$ cat src/rtl/drb_pkg.sv
package drb_pkg;

  typedef enum logic [1:0] {
    ST_IDLE  = 2'd0,
    ST_LOAD  = 2'd1,
    ST_DO    = 2'd2,
    ST_BURST = 2'd3
  } drb_state_e;

  // beats per nibble burst
  localparam int unsigned NIB_BEATS = 4;

  // Column of burst beat 'beat' when the burst starts at column 'base':
  // stays inside the aligned group of four, wraps modulo four.
  function automatic int nib_col(input int base, input int beat);
    return (base & ~3) | ((base + beat) & 3);
  endfunction

endpackage

$ cat src/rtl/drb_cell_array.sv
module drb_cell_array #(
  parameter int unsigned ROWS = 32,
  parameter int unsigned COLS = 32,
  localparam int unsigned RA_W = $clog2(ROWS)
) (
  input  logic            clk,
  input  logic            rst_n,
  input  logic            wr_en,
  input  logic [RA_W-1:0] wr_row,
  input  logic [COLS-1:0] wr_bits,
  input  logic [RA_W-1:0] rd_row,
  output logic [COLS-1:0] rd_bits
);

  logic [COLS-1:0] cells_q [ROWS];

  always_ff @(posedge clk or negedge rst_n) begin
    if (!rst_n) begin
      for (int r = 0; r < ROWS; r++) cells_q[r] <= '0;
    end else if (wr_en) begin
      cells_q[wr_row] <= wr_bits;
    end
  end

  assign rd_bits = cells_q[rd_row];

  // a row write stores exactly the bits presented
  assert_row_store_R6: assert property (@(posedge clk) disable iff (!rst_n)
    wr_en |=> cells_q[$past(wr_row)] == $past(wr_bits));

endmodule

$ cat src/rtl/drb_col_latch.sv
module drb_col_latch #(
  parameter int unsigned COLS = 32,
  localparam int unsigned CA_W = $clog2(COLS)
) (
  input  logic            clk,
  input  logic            rst_n,
  input  logic            load_en,
  input  logic [COLS-1:0] load_bits,
  input  logic            bit_we,
  input  logic [CA_W-1:0] bit_col,
  input  logic            bit_val,
  input  logic [CA_W-1:0] rd_col,
  output logic            rd_bit,
  output logic [COLS-1:0] row_bits
);

  logic [COLS-1:0] latch_q;

  always_ff @(posedge clk or negedge rst_n) begin
    if (!rst_n) begin
      latch_q <= '0;
    end else if (load_en) begin
      latch_q <= load_bits;
    end else if (bit_we) begin
      latch_q[bit_col] <= bit_val;
    end
  end

  assign rd_bit   = latch_q[rd_col];
  assign row_bits = latch_q;

  // the sequencer never loads a row and writes a column in the same cycle
  assert_load_write_excl_R5: assert property (@(posedge clk) disable iff (!rst_n)
    !(load_en && bit_we));

  // a column write lands in the latch at once
  assert_col_write_R5: assert property (@(posedge clk) disable iff (!rst_n)
    (bit_we && !load_en) |=> latch_q[$past(bit_col)] == $past(bit_val));

endmodule

$ cat src/rtl/drb_refresh_timer.sv
module drb_refresh_timer #(
  parameter int unsigned ROWS             = 32,
  parameter int unsigned REFRESH_INTERVAL = 128,
  localparam int unsigned RA_W  = $clog2(ROWS),
  localparam int unsigned CNT_W = $clog2(REFRESH_INTERVAL)
) (
  input  logic            clk,
  input  logic            rst_n,
  input  logic            ack,
  output logic            pend,
  output logic [RA_W-1:0] row
);

  logic [CNT_W-1:0] cnt_q;
  logic             pend_q;
  logic [RA_W-1:0]  row_q;
  logic             tick;

  assign tick = (cnt_q == CNT_W'(REFRESH_INTERVAL - 1));

  always_ff @(posedge clk or negedge rst_n) begin
    if (!rst_n) begin
      cnt_q  <= '0;
      pend_q <= 1'b0;
      row_q  <= '0;
    end else begin
      cnt_q  <= tick ? '0 : cnt_q + 1'b1;
      pend_q <= tick | (pend_q & ~ack);
      if (ack) row_q <= row_q + 1'b1;
    end
  end

  assign pend = pend_q;
  assign row  = row_q;

  // refresh is only taken when one is owed
  assert_ack_needs_pend_R9: assert property (@(posedge clk) disable iff (!rst_n)
    ack |-> pend_q);

  // a taken refresh is cleared unless a new period ends in the same cycle
  assert_ack_clears_R9: assert property (@(posedge clk) disable iff (!rst_n)
    (ack && !tick) |=> !pend_q);

endmodule

$ cat src/rtl/dram_rowbuf_ctrl.sv
module dram_rowbuf_ctrl
  import drb_pkg::*;
#(
  parameter int unsigned ROWS             = 32,
  parameter int unsigned COLS             = 32,
  parameter int unsigned REFRESH_INTERVAL = 128,
  localparam int unsigned RA_W = $clog2(ROWS),
  localparam int unsigned CA_W = $clog2(COLS),
  localparam int unsigned AW   = RA_W + CA_W
) (
  input  logic          clk,
  input  logic          rst_n,
  input  logic          req_valid,
  input  logic          req_write,
  input  logic          req_nibble,
  input  logic [AW-1:0] req_addr,
  input  logic          req_wdata,
  output logic          ready,
  output logic          rd_valid,
  output logic          rd_data
);

  // ---------------- sequencer state ----------------
  drb_state_e      state_q;
  logic [RA_W-1:0] open_row_q;
  logic            open_vld_q;
  logic [RA_W-1:0] p_row_q;
  logic [CA_W-1:0] p_col_q;
  logic            p_wr_q;
  logic            p_nib_q;
  logic            p_bit_q;
  logic [1:0]      beat_q;
  logic            rd_valid_q;
  logic            rd_data_q;

  // ---------------- named internal events ----------------
  logic [RA_W-1:0] req_row;
  logic [CA_W-1:0] req_col;
  logic            idle;
  logic            ref_pend;
  logic [RA_W-1:0] ref_row;
  logic            ref_fire;
  logic            accept;
  logic            row_hit;
  logic            acc_hit;
  logic            acc_miss;
  logic            acc_hit_rd;
  logic            acc_miss_rd;
  logic            acc_wr_hit;
  logic            load_fire;
  logic            do_fire;
  logic            acc_go;
  logic [CA_W-1:0] acc_col;
  logic            acc_wr;
  logic            acc_bit;
  logic [CA_W-1:0] burst_col;
  logic [CA_W-1:0] lat_rd_col;
  logic            lat_rd_bit;
  logic [COLS-1:0] lat_row_bits;
  logic [COLS-1:0] arr_rd_bits;
  logic            arr_we;
  logic            wb_close;
  logic            wb_refresh;

  assign req_row = req_addr[AW-1:CA_W];
  assign req_col = req_addr[CA_W-1:0];

  assign idle     = (state_q == ST_IDLE);
  assign ref_fire = idle & ref_pend;
  assign ready    = idle & ~ref_pend;
  assign accept   = ready & req_valid;

  assign row_hit     = open_vld_q & (req_row == open_row_q);
  assign acc_hit     = accept & row_hit;
  assign acc_miss    = accept & ~row_hit;
  assign acc_hit_rd  = acc_hit & ~req_write;
  assign acc_miss_rd = acc_miss & ~req_write;
  assign acc_wr_hit  = acc_hit & req_write;

  assign load_fire = (state_q == ST_LOAD);
  assign do_fire   = (state_q == ST_DO);

  // the column access happens either on a hit at acceptance or after a row open
  assign acc_go  = acc_hit | do_fire;
  assign acc_col = do_fire ? p_col_q : req_col;
  assign acc_wr  = do_fire ? p_wr_q  : req_write;
  assign acc_bit = do_fire ? p_bit_q : req_wdata;

  assign burst_col  = CA_W'(nib_col(int'(p_col_q), int'(beat_q)));
  assign lat_rd_col = (state_q == ST_BURST) ? burst_col : acc_col;

  // write-back: on closing a row, or when refresh reaches the open row
  assign wb_close   = acc_miss & open_vld_q;
  assign wb_refresh = ref_fire & open_vld_q & (ref_row == open_row_q);
  assign arr_we     = wb_close | wb_refresh;

  // ---------------- sub-blocks ----------------
  drb_cell_array #(
    .ROWS (ROWS),
    .COLS (COLS)
  ) u_array (
    .clk     (clk),
    .rst_n   (rst_n),
    .wr_en   (arr_we),
    .wr_row  (open_row_q),
    .wr_bits (lat_row_bits),
    .rd_row  (p_row_q),
    .rd_bits (arr_rd_bits)
  );

  drb_col_latch #(
    .COLS (COLS)
  ) u_latch (
    .clk       (clk),
    .rst_n     (rst_n),
    .load_en   (load_fire),
    .load_bits (arr_rd_bits),
    .bit_we    (acc_go & acc_wr),
    .bit_col   (acc_col),
    .bit_val   (acc_bit),
    .rd_col    (lat_rd_col),
    .rd_bit    (lat_rd_bit),
    .row_bits  (lat_row_bits)
  );

  drb_refresh_timer #(
    .ROWS             (ROWS),
    .REFRESH_INTERVAL (REFRESH_INTERVAL)
  ) u_refresh (
    .clk   (clk),
    .rst_n (rst_n),
    .ack   (ref_fire),
    .pend  (ref_pend),
    .row   (ref_row)
  );

  // ---------------- sequencer ----------------
  always_ff @(posedge clk or negedge rst_n) begin
    if (!rst_n) begin
      state_q    <= ST_IDLE;
      open_row_q <= '0;
      open_vld_q <= 1'b0;
      p_row_q    <= '0;
      p_col_q    <= '0;
      p_wr_q     <= 1'b0;
      p_nib_q    <= 1'b0;
      p_bit_q    <= 1'b0;
      beat_q     <= '0;
      rd_valid_q <= 1'b0;
      rd_data_q  <= 1'b0;
    end else begin
      rd_valid_q <= 1'b0;
      unique case (state_q)
        ST_IDLE: begin
          if (accept) begin
            p_row_q <= req_row;
            p_col_q <= req_col;
            p_wr_q  <= req_write;
            p_nib_q <= req_nibble & ~req_write;
            p_bit_q <= req_wdata;
            if (row_hit) begin
              if (!req_write) begin
                rd_valid_q <= 1'b1;
                rd_data_q  <= lat_rd_bit;
                if (req_nibble) begin
                  state_q <= ST_BURST;
                  beat_q  <= 2'd1;
                end
              end
            end else begin
              state_q <= ST_LOAD;
            end
          end
        end
        ST_LOAD: begin
          open_row_q <= p_row_q;
          open_vld_q <= 1'b1;
          state_q    <= ST_DO;
        end
        ST_DO: begin
          state_q <= ST_IDLE;
          if (!p_wr_q) begin
            rd_valid_q <= 1'b1;
            rd_data_q  <= lat_rd_bit;
            if (p_nib_q) begin
              state_q <= ST_BURST;
              beat_q  <= 2'd1;
            end
          end
        end
        ST_BURST: begin
          rd_valid_q <= 1'b1;
          rd_data_q  <= lat_rd_bit;
          beat_q     <= beat_q + 2'd1;
          if (beat_q == 2'(NIB_BEATS - 1)) state_q <= ST_IDLE;
        end
        default: state_q <= ST_IDLE;
      endcase
    end
  end

  assign rd_valid = rd_valid_q;
  assign rd_data  = rd_data_q;

  // ---------------- assertions ----------------
  assert_reset_idle_R1: assert property (@(posedge clk) disable iff (!rst_n)
    $rose(rst_n) |-> !rd_valid_q);

  assert_hit_read_next_R3: assert property (@(posedge clk) disable iff (!rst_n)
    acc_hit_rd |=> rd_valid);

  assert_miss_two_busy_R4: assert property (@(posedge clk) disable iff (!rst_n)
    acc_miss |=> !ready ##1 !ready);

  assert_miss_latency_R4: assert property (@(posedge clk) disable iff (!rst_n)
    acc_miss_rd |-> ##3 rd_valid);

  assert_write_silent_R5: assert property (@(posedge clk) disable iff (!rst_n)
    acc_wr_hit |=> !rd_valid);

  assert_close_writeback_R6: assert property (@(posedge clk) disable iff (!rst_n)
    load_fire |-> !arr_we);

  assert_burst_streams_R7: assert property (@(posedge clk) disable iff (!rst_n)
    (state_q == ST_BURST) |-> rd_valid);

  assert_write_no_burst_R8: assert property (@(posedge clk) disable iff (!rst_n)
    (accept && req_write) |=> (state_q != ST_BURST) ##1 (state_q != ST_BURST));

  assert_refresh_exclusive_R9: assert property (@(posedge clk) disable iff (!rst_n)
    ref_fire |-> (!accept && !load_fire && !do_fire));

  assert_refresh_keeps_row_R9: assert property (@(posedge clk) disable iff (!rst_n)
    ref_fire |=> (open_vld_q == $past(open_vld_q)) && (open_row_q == $past(open_row_q)));

endmodule

$ cat config.mk
export PLATFORM = sky130hd
export DESIGN_NAME = dram_rowbuf_ctrl
export DESIGN_NICKNAME = d
export VERILOG_FILES = /design/src/rtl/drb_pkg.sv /design/src/rtl/drb_cell_array.sv /design/src/rtl/drb_col_latch.sv /design/src/rtl/drb_refresh_timer.sv /design/src/rtl/dram_rowbuf_ctrl.sv
export SDC_FILE = /design/constraint.sdc
export NUM_CORES = 2
export LEC_CHECK = 0
export ABC_CLOCK_PERIOD_IN_PS = 7850
export BUFFER_PORTS_ARGS = -buffer_cell sky130_fd_sc_hd__buf_2
export CORE_MARGIN = 3
export CORE_UTILIZATION = 50
export CTS_BUF_LIST = sky130_fd_sc_hd__clkbuf_4
export DETAILED_ROUTE_END_ITERATION = 8
export PLACE_DENSITY = 0.71
export REMOVE_ABC_BUFFERS = 1
export SLEW_MARGIN = 20
export SYNTH_ARGS = -nofsm -noshare
export SYNTH_HDL_FRONTEND = slang
export SYNTH_SLANG_ARGS = --single-unit
$ cat constraint.sdc
create_clock -name clk -period 7.85 [get_ports clk]
set_input_delay 1.1775 -clock clk [delete_from_list [all_inputs] [get_ports clk]]
set_output_delay 1.1775 -clock clk [all_outputs]
set_load 0.01 [all_outputs]
==> flow_summary.json <==
{
  "outcome": "finished, final reports clean",
  "syn_area_per_cell_um2": 15.9,
  "gr-total-overflow": 0,
  "cap_violations": 0,
  "h-tree-depth": 5,
  "nFillCells": 7742,
  "cp-start-kind": "flip-flop",
  "crit_type": "reg2reg",
  "die_width_um": 323,
  "synthAdderAreaFrac_pct": 0.0997,
  "netlist-cell-type-count": 53,
  "drt_iter0_markers": 2415,
  "drt_pass1_iterations": 5,
  "fp.dieH_um": 323,
  "post-cts-setup-buffers": 0,
  "clock_skew_ns": 0.0672,
  "vdd_drop_max_mv": 0.305,
  "synth_edf_count": 0,
  "clockBufferDepth": 4,
  "setup_viol": 0,
  "power_w": 0.0181,
  "grt_max_degree": 194,
  "routedWlPerCell_um": 27.1,
  "core_um2": 99000,
  "cts.repair.resized": 0,
  "p_leak_nw": 25.7,
  "required_ns": 8.82,
  "cts_inserted_buffers": 303,
  "synth_area_um2": 50200,
  "synth_compound_area_share_pct": 1.85,
  "grt_pass1_wl_mm": 196,
  "gp_congestion": 0.905,
  "via_count": 29200,
  "place_hpwl_mm": 72.5,
  "port_buffers": 18,
  "synth_xor_xnor_area_share_pct": 0.349,
  "cts.clk_slew.worst_paths_ns": 0.07,
  "final-max-slew-violation-count": 0,
  "placed_cell_area_um2": 51400,
  "vias_per_cell": 6.22,
  "antenna_found_initial": 2,
  "grt_usage_pct": 25.0,
  "holdCritPathClass": "in2async",
  "ys_ff_latch": 1094,
  "final_common_cell": "dfrtp_1",
  "synthCells": 3152,
  "grt_pass1_vias": 31900,
  "final_cell_mix": "dfrtp_1 (1076), mux2_2 (1011), clkbuf_4 (435)",
  "r2r_cells": 7,
  "nNetsFinal": 3252,
  "critPathArrivalTime_ns": 5.93,
  "power_density_nw_per_um2": 330,
  "cts_num_sinks": 1094,
  "worst_pin_slew_ns": 1.08,
  "timing.final.crit_period_ns": 4.95,
  "wl_mm": 127,
  "yosys.area_share.simple_pct": 1.87,
  "pin_count": 19,
  "initial_core_util_pct": 50.7,
  "ys.flop_type": "dfrtp_1",
  "yosys_warnings": 0,
  "worst_slack_ns": 2.90,
  "cts-root-buf": "clkbuf_4",
  "route.detailed.drc": 0,
  "ant_nets": 0,
  "worst-path-max-fanout": 33,
  "fin_crit_sh_pct": 63.1,
  "drive_gt1_share_pct": 56.5,
  "die_area_um2": 104000,
  "slew_headroom_pct": 27.9,
  "hold_buffers": 0,
  "yosysSeqAreaShare_pct": 54.5,
  "end_kind": "flip-flop",
  "preCtsSetupSlack_ns": 2.93,
  "clock_latency_ns": 1.12,
  "finalHoldViolCount": 0,
  "synthMuxAreaShare_pct": 38.4,
  "syn_to_final_growth_pct": 9.40,
  "synth_top_family_by_area": "multiplexers",
  "async_flop_share_pct": 100,
  "rows": 115,
  "r2r_slack_ns": 2.90,
  "final_area_um2": 54900,
  "cts_tree": "built",
  "fmax_mhz": 202,
  "rsz0062_at_grt": "no"
}
synth_stat cells (all sizes together) (7+ instances only):
cell type / instances / area share, %
nor3: 9 / 0.090
nor2: 62 / 0.46
a221oi: 15 / 0.27
inv: 8 / 0.060
buf: 146 / 1.6
mux4: 321 / 14
xor2: 7 / 0.12
nor2b: 15 / 0.19
a211oi: 41 / 0.61
clkbuf: 162 / 1.2
mux2: 1028 / 23
mux2i: 46 / 0.92
dfrtp: 1094 / 55
a311o: 8 / 0.16
a21oi: 10 / 0.10
nand2: 73 / 0.55
nand3b: 9 / 0.13
a31oi: 10 / 0.12
xnor2: 13 / 0.23
o21ai: 9 / 0.090
cells by family (layout without fill, tap and decap cells):
group | Yosys count | in the layout
buffers and inverters | 316 | 570
AO/OA/AOI/OAI | 122 | 122
AND/OR/NAND/NOR | 201 | 201
multiplexers | 1395 | 1395
flip-flops | 1094 | 1094
other | 0 | 1
adder cells (fa/ha/maj) | 4 | 4
XOR/XNOR | 20 | 20
worst max-delay path, cell delays in order (launching register included):
cell      delay [ns]
dfrtp_1         0.76
nor3_1          0.45
nand2_1         0.45
o32ai_2         0.37
nand4b_1        0.84
nor2_4          1.05
buf_4           0.50
mux2_2          0.39
worst paths after layout:
| kind | from | to |
|---|---|---|
| setup reg to reg | state_q[1] | u_array.cells_q[593] |
| min in group clk | req_addr[7] | p_row_q[2] |
| setup / recovery | state_q[1] | u_array.cells_q[593] |
| hold / removal | rst_n | u_refresh.cnt_q[6] |
| max in group asynchronous | rst_n | u_array.cells_q[434] |
| hold reg to reg | u_refresh.cnt_q[6] | u_refresh.cnt_q[6] |
power by group:
group | internal, W | switching (W) | leakage, nW
Combinational | 0.00262 | 0.00242 | 8.65
Clock | 0.00261 | 0.00225 | 2.13
Sequential | 0.00682 | 0.00142 | 14.9
metrics by stage:
| stage | setup TNS (ns) | hold WS, ns | std cells | utilization [%] |
|---|---|---|---|---|
| after floorplan | -116.47 | 0.434 | 2844 | - |
| after global placement | 0 | 0.449 | 4211 | 51.8 |
| after detailed placement | 0 | 0.453 | 4213 | 51.9 |
| after CTS | 0 | 0.0211 | 4692 | 55.4 |
| after global routing | 0 | 0.0540 | 4694 | 55.5 |
| final | 0 | 0.0669 | 4694 | 55.5 |
per-layer routing:
metal / share of wire, % / global-route usage (%) / vias to the layer above / routed length [um]
met4: 2.9 / 8.78 / 2 / 3730
met2: 48 / 39.2 / 1022 / 60300
met3: 6.4 / 6.09 / 234 / 8140
met5: 0.010 / 0 / - / 13
li1: - / - / 12100 / -
met1: 43 / 34.4 / 15900 / 54800
registers in the layout, indices dropped and copies added, names as in the netlist:
signal and flops:
p_nib_q 1, rd_valid 1, beat_q 2, open_row_q 5, u_latch.row_bits 32, u_array.cells_q 1024
p_wr_q 1, p_bit_q 1, p_row_q 5, u_refresh.row 5, u_refresh.pend 1, p_col_q 5
rd_data 1, open_vld_q 1, u_refresh.cnt_q 7, state_q 2
final cells by class:
cell class	count	area, um2	share of cell area [%]
antenna	1	2.50	0.00456
clock buffer	435	3270	5.95
clock inverter	44	248	0.451
inverter	8	30.0	0.0547
multi-input combinational	1742	21600	39.4
sequential	1094	27400	49.9
tap	1287	1610	2.93
timing repair buffer	83	733	1.34
(Power assumes the default switching activity.)
